**src/rtl/dkc_pkg.sv**
```systemverilog
package dkc_pkg;
    localparam int REG_W   = 16;
    localparam int FUNC_W  = 3;
    localparam int ERR_W   = 5;
    localparam int DRVF_W  = 2;

    // control/status bit positions
    localparam int RDY_BIT  = 0;
    localparam int FUNC_LO  = 1;
    localparam int MEX_LO   = 4;
    localparam int IE_BIT   = 6;
    localparam int DONE_BIT = 7;
    localparam int DRV_LO   = 8;
    localparam int ERR_LO   = 10;
    localparam int SUM_BIT  = 15;

    localparam logic [REG_W-1:0] BA_KEEP = 16'hFFFE;

    typedef enum logic [2:0] {
        SEL_CSR = 3'd0,
        SEL_BA  = 3'd1,
        SEL_DA  = 3'd2,
        SEL_MP  = 3'd3,
        SEL_EXT = 3'd4
    } reg_sel_e;
endpackage

```
**src/rtl/dkc_lane_merge.sv**
```systemverilog
module dkc_lane_merge #(
    parameter int W = 16
) (
    input  logic [W-1:0] old_word,
    input  logic [W-1:0] new_data,
    input  logic         byte_mode,
    input  logic         hi_lane,
    output logic [W-1:0] merged
);
    localparam int HALF = W / 2;

    always_comb begin
        if (!byte_mode)
            merged = new_data;
        else if (hi_lane)
            merged = {new_data[HALF-1:0], old_word[HALF-1:0]};
        else
            merged = {old_word[W-1:HALF], new_data[HALF-1:0]};
    end
endmodule

```
**src/rtl/dkc_mp_queue.sv**
```systemverilog
module dkc_mp_queue #(
    parameter int W     = 16,
    parameter int DEPTH = 3
) (
    input  logic               clk,
    input  logic               rst_n,
    input  logic               host_load,
    input  logic [W-1:0]       host_val,
    input  logic               fill,
    input  logic [DEPTH*W-1:0] fill_vec,
    input  logic               pop,
    output logic [W-1:0]       head
);
    typedef logic [DEPTH-1:0][W-1:0] ents_t;

    ents_t ents_d, ents_q;

    always_comb begin
        ents_d = ents_q;
        if (host_load) begin
            for (int i = 0; i < DEPTH; i++) ents_d[i] = host_val;
        end else if (fill) begin
            for (int i = 0; i < DEPTH; i++) ents_d[i] = fill_vec[i*W +: W];
        end else if (pop) begin
            for (int i = 0; i < DEPTH - 1; i++) ents_d[i] = ents_q[i+1];
        end
    end

    always_ff @(posedge clk) begin
        if (!rst_n) ents_q <= '0;
        else        ents_q <= ents_d;
    end

    assign head = ents_q[0];


    mp_load_chk: assert property (@(posedge clk) disable iff (!rst_n)
        host_load |=> head == $past(host_val));


    mp_shift_chk: assert property (@(posedge clk) disable iff (!rst_n)
        (pop && !host_load && !fill) |=> head == $past(ents_q[1]));


    mp_fill_chk: assert property (@(posedge clk) disable iff (!rst_n)
        (fill && !host_load) |=> head == $past(fill_vec[W-1:0]));
endmodule

```
**src/rtl/dkc_csr.sv**
```systemverilog
module dkc_csr import dkc_pkg::*; #(
    parameter int N_DRIVES = 4,
    parameter int EXT_W    = 6
) (
    input  logic                clk,
    input  logic                rst_n,
    input  logic                csr_wr,
    input  logic                ext_wr,
    input  logic [REG_W-1:0]    wr_word,
    input  logic [N_DRIVES-1:0] drive_busy,
    input  logic                cmd_done,
    input  logic [ERR_W-1:0]    cmd_err,
    output logic [REG_W-1:0]    csr_rd,
    output logic [EXT_W-1:0]    ext_rd,
    output logic                irq,
    output logic                cmd_start,
    output logic [FUNC_W-1:0]   cmd_func,
    output logic [DRVF_W-1:0]   cmd_drive
);
    typedef struct packed {
        logic [FUNC_W-1:0] func;
        logic              ie;
        logic              done;
        logic [DRVF_W-1:0] drive;
        logic [ERR_W-1:0]  errs;
        logic [EXT_W-1:0]  ext;
        logic              irq;
        logic              start;
    } csr_t;

    csr_t q, d;
    logic sel_busy;

    // busy flag of the addressed drive
    always_comb begin
        sel_busy = 1'b1;
        for (int i = 0; i < N_DRIVES; i++)
            if (q.drive == DRVF_W'(i)) sel_busy = drive_busy[i];
    end

    always_comb begin
        d       = q;
        d.start = 1'b0;
        if (cmd_done) begin
            d.done = 1'b1;
            d.errs = q.errs | cmd_err;
            d.irq  = q.ie;
        end
        if (ext_wr)
            d.ext = wr_word[EXT_W-1:0];
        if (csr_wr) begin
            d.func      = wr_word[FUNC_LO +: FUNC_W];
            d.ext[1:0]  = wr_word[MEX_LO +: 2];
            d.ie        = wr_word[IE_BIT];
            d.done      = wr_word[DONE_BIT];
            d.drive     = wr_word[DRV_LO +: DRVF_W];
            if (wr_word[DONE_BIT]) begin
                d.irq = wr_word[IE_BIT];
            end else begin
                d.irq  = 1'b0;
                d.errs = '0;
                if (wr_word[FUNC_LO +: FUNC_W] == '0) begin
                    d.done = 1'b1;
                    d.irq  = wr_word[IE_BIT];
                end else begin
                    d.start = 1'b1;
                end
            end
        end
    end

    always_ff @(posedge clk) begin
        if (!rst_n) begin
            q      <= '0;
            q.done <= 1'b1;
        end else begin
            q <= d;
        end
    end

    always_comb begin
        csr_rd                      = '0;
        csr_rd[RDY_BIT]             = ~sel_busy;
        csr_rd[FUNC_LO +: FUNC_W]   = q.func;
        csr_rd[MEX_LO +: 2]         = q.ext[1:0];
        csr_rd[IE_BIT]              = q.ie;
        csr_rd[DONE_BIT]            = q.done;
        csr_rd[DRV_LO +: DRVF_W]    = q.drive;
        csr_rd[ERR_LO +: ERR_W]     = q.errs;
        csr_rd[SUM_BIT]             = |q.errs;
    end

    assign ext_rd    = q.ext;
    assign irq       = q.irq;
    assign cmd_start = q.start;
    assign cmd_func  = q.func;
    assign cmd_drive = q.drive;


    start_busy_chk: assert property (@(posedge clk) disable iff (!rst_n)
        q.start |-> !q.done);


    done_after_cmp_chk: assert property (@(posedge clk) disable iff (!rst_n)
        (cmd_done && !csr_wr) |=> q.done);


    irq_qual_chk: assert property (@(posedge clk) disable iff (!rst_n)
        q.irq |-> (q.ie && q.done));
endmodule

```
**src/rtl/dkc_regs.sv**
```systemverilog
module dkc_regs import dkc_pkg::*; #(
    parameter int N_DRIVES = 4,
    parameter int MP_DEPTH = 3,
    parameter int EXT_W    = 6
) (
    input  logic                      clk,
    input  logic                      rst_n,
    input  logic                      reg_wr,
    input  logic                      reg_rd,
    input  logic [3:0]                reg_addr,
    input  logic                      byte_wr,
    input  logic [REG_W-1:0]          wr_data,
    output logic [REG_W-1:0]          rd_data,
    input  logic [N_DRIVES-1:0]       drive_busy,
    input  logic                      cmd_done,
    input  logic [ERR_W-1:0]          cmd_err,
    input  logic                      mp_fill,
    input  logic [MP_DEPTH*REG_W-1:0] mp_fill_data,
    output logic                      cmd_start,
    output logic [FUNC_W-1:0]         cmd_func,
    output logic [DRVF_W-1:0]         cmd_drive,
    output logic                      irq
);
    typedef struct packed {
        logic [REG_W-1:0] ba;
        logic [REG_W-1:0] da;
    } addr_regs_t;

    addr_regs_t ar_d, ar_q;
    reg_sel_e   sel;
    logic       hi_lane;
    logic [REG_W-1:0] cur_word, merged, csr_rd, mp_head;
    logic [EXT_W-1:0] ext_rd;
    logic csr_wr, ext_wr, mp_wr, mp_pop;

    assign sel     = reg_sel_e'(reg_addr[3:1]);
    assign hi_lane = reg_addr[0];

    always_comb begin
        case (sel)
            SEL_CSR: cur_word = csr_rd;
            SEL_BA:  cur_word = ar_q.ba;
            SEL_DA:  cur_word = ar_q.da;
            SEL_MP:  cur_word = mp_head;
            SEL_EXT: cur_word = REG_W'(ext_rd);
            default: cur_word = '0;
        endcase
    end
    assign rd_data = cur_word;

    dkc_lane_merge #(.W(REG_W)) u_merge (
        .old_word (cur_word),
        .new_data (wr_data),
        .byte_mode(byte_wr),
        .hi_lane  (hi_lane),
        .merged   (merged)
    );

    assign csr_wr = reg_wr && (sel == SEL_CSR);
    assign ext_wr = reg_wr && (sel == SEL_EXT) && !hi_lane;
    assign mp_wr  = reg_wr && (sel == SEL_MP);
    assign mp_pop = reg_rd && (sel == SEL_MP);

    always_comb begin
        ar_d = ar_q;
        if (reg_wr && sel == SEL_BA) ar_d.ba = merged & BA_KEEP;
        if (reg_wr && sel == SEL_DA) ar_d.da = merged;
    end

    always_ff @(posedge clk) begin
        if (!rst_n) ar_q <= '0;
        else        ar_q <= ar_d;
    end

    dkc_csr #(.N_DRIVES(N_DRIVES), .EXT_W(EXT_W)) u_csr (
        .clk       (clk),
        .rst_n     (rst_n),
        .csr_wr    (csr_wr),
        .ext_wr    (ext_wr),
        .wr_word   (merged),
        .drive_busy(drive_busy),
        .cmd_done  (cmd_done),
        .cmd_err   (cmd_err),
        .csr_rd    (csr_rd),
        .ext_rd    (ext_rd),
        .irq       (irq),
        .cmd_start (cmd_start),
        .cmd_func  (cmd_func),
        .cmd_drive (cmd_drive)
    );

    dkc_mp_queue #(.W(REG_W), .DEPTH(MP_DEPTH)) u_mpq (
        .clk      (clk),
        .rst_n    (rst_n),
        .host_load(mp_wr),
        .host_val (merged),
        .fill     (mp_fill),
        .fill_vec (mp_fill_data),
        .pop      (mp_pop),
        .head     (mp_head)
    );


    ba_low_zero_chk: assert property (@(posedge clk) disable iff (!rst_n)
        (reg_wr && sel == SEL_BA) |=> (rd_data[0] == 1'b0 || sel != SEL_BA));
endmodule

```
**config.mk**
```make
export PLATFORM = sky130hd
export DESIGN_NAME = dkc_regs
export DESIGN_NICKNAME = d
export VERILOG_FILES = /design/src/rtl/dkc_pkg.sv /design/src/rtl/dkc_lane_merge.sv /design/src/rtl/dkc_mp_queue.sv /design/src/rtl/dkc_csr.sv /design/src/rtl/dkc_regs.sv
export SDC_FILE = /design/constraint.sdc
export NUM_CORES = 1
export LEC_CHECK = 0
export ABC_AREA = 1
export ABC_CLOCK_PERIOD_IN_PS = 1800
export BUFFER_PORTS_ARGS = -buffer_cell sky130_fd_sc_hd__buf_2
export CAP_MARGIN = 40
export CELL_PAD_IN_SITES_DETAIL_PLACEMENT = 0
export CELL_PAD_IN_SITES_GLOBAL_PLACEMENT = 1
export CORE_UTILIZATION = 38
export DETAILED_ROUTE_END_ITERATION = 7
export GPL_TIMING_DRIVEN = 0
export PLACE_DENSITY_LB_ADDON = 0.1
export SETUP_SLACK_MARGIN = 0.02
export SLEW_MARGIN = 20
export SYNTH_ARGS = -nofsm -noshare
export SYNTH_HDL_FRONTEND = slang
export SYNTH_SLANG_ARGS = --single-unit
```
**constraint.sdc**
```tcl
create_clock -name clk -period 1.8 [get_ports clk]
set_input_delay 0.09 -clock clk [delete_from_list [all_inputs] [get_ports clk]]
set_output_delay 0.09 -clock clk [all_outputs]
set_load 0.1 [all_outputs]
```
==> results.py <==
metrics = {
    "clock_tree": {
        "clk_path_buf_depth": 2,
        "root_buffer": "clkbuf_16",
        "htreeDepth": 3,
        "clk_latency_ps": 350,
        "postCtsSetupBuffers": 0,
        "cts_buffers": 9,
        "cts_tree": "built",
        "clk_pin_slew_ps": 70,
        "clock_sinks": 99,
    },
    "synthesis": {
        "netlist_instances": 787,
        "synth_warnings": 0,
        "yosysTopAreaCell": "dfxtp_1",
        "synth-seq-cells": 99,
        "ys_types": 28,
        "synthesis.area_um2": 5026,
        "ys_top_cells_by_area": "dfxtp_1 39%, nand2_1 18%, o21ai_0 8.2%",
        "seq_area_frac_synth_pct": 39.43,
        "synth_top_area_share_pct": 39.43,
        "syn_area_per_cell_um2": 6.386,
        "syn_nets": 871,
    },
    "power_and_ir_drop": {
        "total_power_uw": 5195,
        "p_leak_uw": 0.003321,
        "powerDensity_nw_per_um2": 833.2,
        "ir_drop_mv": 0.5007,
    },
    "critical_path": {
        "r2r_slack_ps": 170,
        "required_ps": 1710,
        "endpoint_kind": "output port",
        "cp-start-kind": "primary input",
        "worstPathArrival_ps": 1560,
        "worstSetupPathType": "primary input to output port",
        "r2r_end": "u_mpq.ents_q[38]",
        "startpoint": "reg_addr[2]",
        "reg2reg_depth": 8,
        "r2r-start": "u_mpq.head[6]",
        "crit_fanout": 10,
    },
    "detailed_routing": {
        "viasPerCell": 4.913,
        "wl_per_cell_um": 15.10,
        "num_vias": 5345,
        "drt_iter0_markers": 335,
        "drt_pre_antenna_iters": 5,
        "wl_um": 16420,
        "ant_nets": 0,
        "drt_drc_violations_left": 0,
    },
    "final_layout": {
        "antenna_cells": 0,
        "nets": 995,
        "syn2layout_area_growth_pct": 24.05,
        "drive_gt1_share_pct": 17.47,
        "fin_util_pct": 48.81,
        "design_area_um2": 6235,
    },
    "timing": {
        "fin_crit_ps": 1652,
        "fin_tns_setup_ps": 0,
        "maxSlewViolCount": 0,
        "worst_slack_ps": 148.1,
        "max_slew_margin_pct": 55.42,
        "rsz0062_at_grt": "false",
        "setup_viol": 0,
        "skew_ps": 6.020,
        "period_share_pct": 91.77,
        "tightest_slew_ps": 668.8,
        "hold_violations": 0,
        "fmax_ghz": 0.6054,
    },
    "placed_design": {
        "gp_congestion": 0.8417,
        "dp_hpwl_um": 12670,
        "dpl_cell_area_um2": 5816,
        "pre_cts_ws_ps": -156.6,
        "io_buffer_count": 104,
    },
    "global_route": {
        "grt_antenna_before_repair": 0,
        "grt_pass1_wl_um": 25880,
        "grt_pass1_vias": 4883,
        "overflow": 0,
        "grtUsageTotal_pct": 25.61,
        "grt_max_degree": 17,
    },
    "job": {
        "maxCapViolations": 0,
    },
    "status": {
        "outcome": "complete, no violations",
    },
    "floorplan": {
        "pin_count": 107,
        "die_y_um": 117.0,
        "start_util_pct": 39.35,
        "rows": 41,
        "core_area_um2": 12770,
        "die_area_um2": 13690,
        "die_x_um": 117.0,
    },
    "worst_hold_path": {
        "hold_start": "mp_fill_data[0]",
        "holdPathEnd": "u_mpq.head[0]",
        "hold_path_depth": 3,
        "min_path_type": "primary input to flip-flop",
    },
}
-- timing repair --
item,in CTS,in global routing
hold endpoints to repair,8,1
hold buffers,8,1
setup endpoints to repair,0,15
resized for setup,0,18
-- critical path, cell delays in order --
cell      delay, ps
buf_2           130
buf_8           150
nor2_2          220
nand2_1         160
inv_2           220
nand2_1          80
nand4_1         150
clkbuf_4        360
-- cells by family after synthesis --
| kind of cell | count (synthesis) | share of synthesized area (%) |
|---|---|---|
| AOI/OAI and AO/OA | 140 | 14.84 |
| buffers and inverters | 142 | 11.73 |
| DFF | 99 | 39.43 |
| and+or+nand+nor | 406 | 34.01 |
-- cells in the final DEF, fill, tap and decap left out, drive strengths merged --
cell / count
dlygate4sd3: 9
dfxtp: 99
nor2: 72
a21oi: 31
nor3: 2
clkinvlp: 3
a21boi: 1
o21ai: 84
nand3b: 8
inv: 96
nand4: 22
clkbuf: 37
a31oi: 15
nand2: 247
or2: 1
a22o: 1
buf: 122
clkinv: 4
o21bai: 8
nand3: 54
-- synth_stat cells --
cell / number
buf_4: 8
nor2_1: 69
o21ai_0: 82
nor2_2: 2
clkbuf_1: 18
buf_2: 15
nand3_2: 1
nand3b_1: 8
a31oi_1: 15
inv_1: 88
a21boi_0: 1
buf_6: 1
inv_2: 7
a21oi_1: 31
nand3_1: 53
clkinv_1: 3
nor2_4: 1
nor3_2: 1
buf_1: 2
a22o_1: 1
dfxtp_1: 99
nor3_1: 1
nand2_2: 2
o21ai_1: 2
o21bai_1: 8
or2_1: 1
nand4_1: 22
nand2_1: 245
-- sequential cells by signal (all words and copies together), names as in the netlist --
name and cells:
ar_q 31, u_csr.cmd_drive 2, u_csr.cmd_func 3, u_csr.cmd_start 1, u_csr.csr_rd 7, u_csr.ext_rd 6
u_csr.irq 1, u_mpq.ents_q 32, u_mpq.head 16
-- worst max-delay path by stage --
stage	endpoint	slack, ps	depth (start not counted)
floorplan	u_mpq.ents_q[27]	-390	13
global placement	u_mpq.ents_q[38]	-140	11
detailed placement	u_mpq.ents_q[38]	-160	11
CTS	rd_data[4]	30	10
global route	rd_data[14]	50	8
finish	rd_data[14]	150	8
-- layout make-up --
type                    count  area (µm²)
clock inverters             5       36.28
multi-input cells         546        2470
well taps                 172       215.2
clock buffers              11       252.7
fillers                  1392        6539
repair buffers            113       645.6
plain buffers              44       260.3
flip-flops and latches     99        1982
inverters                  98       372.9
-- through the flow --
stage	instances	hold WS, ps
after floorplan	787	241.9
after global placement	1063	337.5
after detailed placement	1063	351.0
after CTS	1087	0.7429
after global routing	1088	9.026
final	1088	12.59
-- power by group --
part,internal (µW),switching [µW],total (µW),leakage (µW)
Combinational,303,626,929,0.00237
Clock,1020,879,1890,0.000134
Sequential,2310,59.5,2370,0.000812
Total,3630,1560,5190,0.00332
-- metal layers --
layer  up-vias  GRT usage (%)  share of wire (%)
li1       2763              -                  -
met1      2407          33.99                 47
met2       156          40.79                 45
met3        19          6.334                6.7
met4         0          8.354                1.7
met5         -              0                  0
No activity file was read; power rests on OpenSTA's default activity.
